### src/rtl/bcast_slave.sv
module bcast_slave #(
  parameter int CODE_W = 8,
  parameter bit IN_FAMILY = 1'b1
) (
  input  logic              clk,
  input  logic              rst_n,
  input  logic              addr_cyc,
  input  logic [CODE_W-1:0] code,
  input  logic              data_cyc,
  input  logic              wr,
  input  logic              has_data,
  input  logic              svc_req,
  input  logic              busy,
  input  logic              addr_ok,
  input  logic              pat_in,
  output logic              selected,
  output logic              pat_drive,
  output logic [2:0]        status
);
  localparam logic [CODE_W-1:0] C_SEL  = CODE_W'('h01);
  localparam logic [CODE_W-1:0] C_SCAN = CODE_W'('h09);
  localparam logic [CODE_W-1:0] C_ALL  = CODE_W'('h0D);
  localparam logic [CODE_W-1:0] C_FAM  = CODE_W'('h9D);
  localparam logic [CODE_W-1:0] C_SVC  = CODE_W'('hCD);

  localparam logic [2:0] ST_OK   = 3'd0;
  localparam logic [2:0] ST_BUSY = 3'd1;
  localparam logic [2:0] ST_EOD  = 3'd2;
  localparam logic [2:0] ST_MODE = 3'd6;
  localparam logic [2:0] ST_ADDR = 3'd7;

  typedef enum logic [2:0] {P_NONE, P_SCAN, P_ALL, P_SVC, P_FAM} pend_t;

  pend_t pend, pend_dec;
  logic  armed;

  always_comb begin
    pend_dec = P_NONE;
    if (code == C_SCAN) pend_dec = P_SCAN;
    else if (code == C_ALL) pend_dec = P_ALL;
    else if (code == C_SVC) pend_dec = P_SVC;
    else if (code == C_FAM && IN_FAMILY) pend_dec = P_FAM;
  end

  always_ff @(posedge clk) begin
    if (!rst_n) begin
      pend     <= P_NONE;
      selected <= 1'b0;
      armed    <= 1'b0;
    end else if (addr_cyc) begin
      pend     <= pend_dec;
      selected <= (code == C_SEL);
      armed    <= armed && (pend_dec == P_FAM);
    end else if (data_cyc) begin
      pend <= P_NONE;
      if (pend == P_SCAN && wr)  selected <= pat_in;
      if (pend == P_SCAN && !wr) armed <= has_data;
      if (pend == P_FAM)         armed <= 1'b0;
    end
  end

  assign pat_drive = data_cyc && !wr &&
                     ((pend == P_SCAN && has_data) ||
                      (pend == P_ALL) ||
                      (pend == P_SVC && svc_req) ||
                      (pend == P_FAM && armed && has_data));

  always_comb begin
    status = ST_OK;
    if (data_cyc) begin
      if (pend != P_NONE)
        status = (wr && pend != P_SCAN) ? ST_MODE : ST_OK;
      else if (!selected)
        status = ST_MODE;
      else if (busy)
        status = ST_BUSY;
      else if (!addr_ok)
        status = ST_ADDR;
      else if (!wr && !has_data)
        status = ST_EOD;
    end
  end

  assert_sel_on_01_R1: assert property (@(posedge clk) disable iff (!rst_n)
    (addr_cyc && code == C_SEL) |=> selected);

  assert_write_scan_select_R3: assert property (@(posedge clk) disable iff (!rst_n)
    ($past(addr_cyc && code == C_SCAN) && data_cyc && wr) |=> (selected == $past(pat_in)));

  assert_unknown_deselect_R7: assert property (@(posedge clk) disable iff (!rst_n)
    (addr_cyc && code != C_SEL && code != C_SCAN && code != C_ALL &&
     code != C_SVC && code != C_FAM) |=> !selected);

  assert_single_drive_R8: assert property (@(posedge clk) disable iff (!rst_n)
    (pat_drive && !addr_cyc) |=> !pat_drive);

  assert_pat_read_only_R8: assert property (@(posedge clk) disable iff (!rst_n)
    pat_drive |-> (data_cyc && !wr));

  assert_status_legal_R10: assert property (@(posedge clk) disable iff (!rst_n)
    (status != 3'd3 && status != 3'd4 && status != 3'd5));

  assert_status_idle_R10: assert property (@(posedge clk) disable iff (!rst_n)
    !data_cyc |-> (status == 3'd0));
endmodule

### config.mk
export PLATFORM = sky130hd
export DESIGN_NAME = bcast_slave
export DESIGN_NICKNAME = d
export VERILOG_FILES = /design/src/rtl/bcast_slave.sv
export SDC_FILE = /design/constraint.sdc
export NUM_CORES = 1
export LEC_CHECK = 0
export BUFFER_PORTS_ARGS = -buffer_cell sky130_fd_sc_hd__buf_2
export CAP_MARGIN = 0
export CORE_AREA = 2 2 39 41
export DETAILED_ROUTE_END_ITERATION = 12
export DIE_AREA = 0 0 41 43
export GPL_ROUTABILITY_DRIVEN = 0
export SKIP_CTS_REPAIR_TIMING = 1
export SLEW_MARGIN = 0
export SYNTH_ARGS = -nofsm -noshare
export SYNTH_HDL_FRONTEND = slang
export SYNTH_SLANG_ARGS = --single-unit
### constraint.sdc
create_clock -name clk -period 3.1 [get_ports clk]
set_input_delay 0.155 -clock clk [delete_from_list [all_inputs] [get_ports clk]]
set_output_delay 0.155 -clock clk [all_outputs]
set_load 0.005 [all_outputs]
; After elaboration in Yosys (flattened, before gate mapping)
; Index checks and enable logic that the tools add are counted.
[op_classes]
addsub = 0
n_mul = 0
n_div = 0
order_cmp = 0
n_eq_ne = 11
n_shift = 0
mux = 20
n_bitwise = 0
n_reduce_logical = 22
[ops]
columns = operator, count
row1 = 2-to-1 mux 3 bit, 12
row2 = "== test 8 x 4 -> 1 bit, second input constant", 2
row3 = "== test 8 bit, second input constant", 2
row4 = logical AND 1 bit, 11
row5 = "== test 8 x 1 -> 1 bit, second input constant", 1
row6 = 2-to-1 mux 1 bit, 7
row7 = "== test 3 x 2 -> 1 bit, second input constant", 2
row8 = "== test 3 bit, second input constant", 2
row9 = nonzero test 3 bit, 2
row10 = AND reduction 2 bit, 2
row11 = nonzero test 2 bit, 2
row12 = "== test 3 x 1 -> 1 bit, second input constant", 1
row13 = logical OR 1 bit, 3
row14 = "inequality test 3 x 1 -> 1 bit, second input constant", 1
row15 = logical NOT 1 bit, 2
row16 = 2-to-1 mux 2 bit, 1
[totals]
register_bits = 5
latchBits = 0
ramBits = 0
rom_bits = 0
output_inout_bits = 5
mem_count = 0

; Longest topological paths before layout
[logic_depth]
ltp_word = 8
mapped_depth = 5
depth_no_buf = 4

; Worst setup path after synthesis
; No wires, ideal clock.
[synth_timing]
kind = reg2reg
start = register pend[2]
end = register armed
setup_ps = 129
t_arrival_ps = 1274
required_time_ps = 2971
slack_ps = 1697
path_stages_with_launch = 6
path_buffers = 1
path_cell_list = dfxtp_1 -> buf_4 -> or3b_1 -> and3_4 -> o311ai_2 -> o31ai_1
[synth_between]
elab_chain_len = 4
elab_cells_between_ends = 8
[synth_lines]
columns = item, line
row1 = from (decl), 34  ; pend_t pend, pend_dec;
row2 = from (signal assigned), 51  ; pend <= pend_dec;
row3 = == test 3 bit / == test 3 x 1 -> 1 bit (equally long branches), "58, 57"
row4 = 2-to-1 mux 1 bit / logical AND 1 bit (equally long branches), "58, 57"
row5 = 2-to-1 mux 1 bit / nonzero test 3 bit (equally long branches), --
row6 = 2-to-1 mux 1 bit / AND reduction 2 bit (equally long branches), --
row7 = to (signal assigned), 53  ; armed <= armed && (pend_dec == P_FAM);
row8 = to (signal assigned), 57  ; if (pend == P_SCAN && !wr) armed <= has_data;
row9 = to (decl), 35  ; logic armed;
; Several ways; a longest one is shown, not always the timed one. The select of a mux whose other input is x is not followed.
; A chain may end at the register's enable or synchronous reset.

; Final worst setup path
[layout_timing]
start = register pend[2]
end = output status[1]
[layout_between]
elab_chain_len = 5
elab_cells_between_ends = 6
[layout_lines]
columns = item, line
row1 = inequality test 3 x 1 -> 1 bit, 72  ; status = (wr && pend != P_SCAN) ? ST_MODE : ST_OK;
row2 = logical AND 1 bit, 72
row3 = 2-to-1 mux 3 bit, 72
row4 = 2-to-1 mux 3 bit (*), 71  ; if (pend != P_NONE)
row5 = 2-to-1 mux 3 bit (*), 70  ; if (data_cyc) begin
row6 = to (decl), 18  ; output logic [2:0] status
; Mark *: on every way between the ends. The rest lies on a longest branch, timed or not.

==> impl_metrics.tcl <==
set metrics [dict create \
    routed_wl_mm 1.12 \
    rsz0062_at_grt "no" \
    numCtsBuffers 3 \
    p_comb_frac 0.176 \
    netlist_area_sq_um 429 \
    antenna_found_initial 0 \
    synthDistinctLibCells 32 \
    tritoncts "yes" \
    grt_pass1_wl_mm 1.78 \
    hold_viol_final 0 \
    ff2ff_path_depth 4 \
    p_switching_mw 0.0430 \
    syn_inst 56 \
    drcViolationCount 0 \
    h-tree-depth 1 \
    grt_max_degree 11 \
    gr-usage-met1 0.176 \
    pin_count 23 \
    worst-setup-path-type "reg2out" \
    ant_nets 0 \
    root_buffer "clkbuf_4" \
    slowest_delay_ns 0.46 \
    globalRoute.totalOverflow 0 \
    p_int_mw 0.129 \
    crit_arrival_ns 1.57 \
    syn_nets 74 \
    skew_ns 0.00377 \
    num-nets-final 99 \
    async_flop_share 0 \
    maxCapViolCount 0 \
    met2_usage 0.225 \
    met3_usage 0.0314 \
    startpoint "pend[2]$_SDFFE_PN0P_" \
    port_buffers 22 \
    utilization 0.415 \
    cts_buffer_depth 2 \
    dp_hpwl_um 905 \
    grt_busiest_layer "met2" \
    p_per_area_nw_per_um2 300 \
    grt_pass1_vias 445 \
    area_growth_pct 33.8 \
    num_rows 14 \
    num-fill-cells 162 \
    hp-class "in2reg" \
    clk_pin_slew_worst_paths_ns 0.04 \
    setup_violations 0 \
    r2r_slack_ns 1.59 \
    vias_per_cell 5.29 \
    finalMaxSlewViolations 0 \
    fin_cells 96 \
    ys_ff_latch 5 \
    dp_cells 92 \
    drt_iter0_markers 6 \
    seqPwrFrac 0.382 \
    fmax_ghz 0.581 \
    die_h_um 43 \
    final_cell_area_sq_um 574 \
    cp-start-kind "flip-flop" \
    yosysTopAreaCell "dfxtp_1" \
    drive_gt1_frac 0.363 \
    hold_path.startpoint "pat_in" \
    clock-sinks 5 \
    core_area_sq_um 1380 \
    cp_cell_sequence "nor4b_1 -> o21ai_0 -> and3_1 -> buf_2" \
    grt_usage 0.148 \
    synth_edf_count 0 \
    p_sw_frac 0.250 \
    synth_warnings 0 \
    synth_area_leaders "dfxtp_1 (23%), nor2b_1 (5.8%), o21ai_0 (5.8%)" \
    ir_worst_vdd_mv 0.106 \
    synth.yosys.seq_area_share 0.233 \
    cp-end-kind "output port" \
    status "completed" \
    critPathMaxFanout 10 \
    tns_ns 0 \
    tightest_slew_ns 0.479 \
    period_minus_slack_ns 1.72 \
    r2r_end "armed$_SDFFE_PN0P_" \
    power.share.clock 0.443 \
    initial_core_util 0.310 \
    cp_data_required_time_ns 2.94 \
    p_total_mw 0.172 \
    clkLatencyLatePin_ns 0.24 \
    avgRoutedWirePerCell_um 11.7 \
    diodes 0 \
    ys.flop_type "dfxtp_1" \
    p_leak_nw 0.238 \
    synth_top_cell_area_share 0.233 \
    worstReg2RegStart "pend[0]$_SDFFE_PN0P_" \
    min_to "selected$_SDFFE_PN0P_" \
    fin_crit_sh 0.555 \
    avgSynthCellArea_sq_um 7.66 \
    slowest_stage "nor4b_1" \
    die-area_sq_um 1760 \
    dr_total_vias 508 \
    drt_pre_antenna_iters 4 \
    hold_depth 3 \
    relSlewSlack 0.678 \
    place_area_sq_um 548 \
    die_w_um 41 \
]
-- cell usage after synthesis, types with 2 or more instances --
library cell,number
o21ai_0,5
nand2_1,4
o31ai_1,2
inv_1,2
nor2b_1,4
nor2_1,2
and3_1,3
dfxtp_1,5
a21oi_1,3
nor3_1,2
nand3_1,3
-- worst max-delay path, delay by kind of cell (launching register included) --
family | cells | cell delay, ns
AND/OR/NAND/NOR | 2 | 0.66
flip-flops | 1 | 0.38
AO/OA/AOI/OAI | 1 | 0.15
buffers and inverters | 1 | 0.12
-- routing by layer --
metal	up-vias	wire length [um]
met5	-	0
met4	0	25
met3	3	83
met2	25	501
met1	218	513
li1	262	-
-- metrics by stage --
step | hold WS (ns) | setup slack [ns]
CTS | 0.212 | 1.38
detailed placement | 0.462 | 1.60
global route | 0.217 | 1.28
finish | 0.212 | 1.38
floorplan | 0.283 | 1.70
global placement | 0.469 | 1.63
-- cell usage in the layout, fill, tap and decap left out, types with 2 or more instances in the layout --
| cell type | netlist | routed |
|---|---|---|
| nor2_1 | 2 | 2 |
| buf_2 | 0 | 22 |
| dfxtp_1 | 5 | 5 |
| a21oi_1 | 3 | 3 |
| o31ai_1 | 2 | 2 |
| nand2_1 | 4 | 4 |
| inv_1 | 2 | 2 |
| nor2b_1 | 4 | 4 |
| and3_1 | 3 | 3 |
| nand3_1 | 3 | 3 |
| o21ai_0 | 5 | 5 |
| nor3_1 | 2 | 2 |
| clkbuf_4 | 0 | 3 |
-- power groups by stage --
stage / logic [mW] / clock network, mW / registers, mW
6_report: 0.0302 / 0.0762 / 0.0658
3_3_place_gp: 0.0297 / 0 / 0.0669
5_1_grt: 0.0340 / 0.0846 / 0.0657
3_5_place_dp: 0.0303 / 0 / 0.0669
2_1_floorplan: 0.0115 / 0 / 0.0666
4_1_cts: 0.0304 / 0.0781 / 0.0657
-- area by class of cell --
cell class,instances,area (sq um),area share
multi-input cells,47,310,0.540
repair buffers,22,110,0.192
flip-flops and latches,5,100,0.174
clock buffers,4,26.3,0.0458
well taps,16,20.0,0.0349
inverters,2,7.51,0.0131
-- worst max path at each step --
stage                          to  slack [ns]  depth (start not counted)
2_1_floorplan  armed$_SDFFE_PN0P_        1.70                          5
3_3_place_gp   armed$_SDFFE_PN0P_        1.63                          4
4_1_cts                 status[1]        1.38                          4
3_5_place_dp   armed$_SDFFE_PN0P_        1.60                          4
5_1_grt                 status[1]        1.28                          4
6_report                status[1]        1.38                          4
-- logic make-up (layout without fill, tap and decap cells) --
logic type      after synthesis  after routing  share of synthesized area
mux                           1              1                     0.0233
buf+inv                       4             28                     0.0437
flops                         5              5                      0.233
simple gates                 28             28                      0.408
compound gates               18             18                      0.292
-- registers in the layout, summed over array words and instances, names as in the netlist --
register  count
armed         1
selected      1
pend          3
No activity file was read; power rests on OpenSTA's default activity.
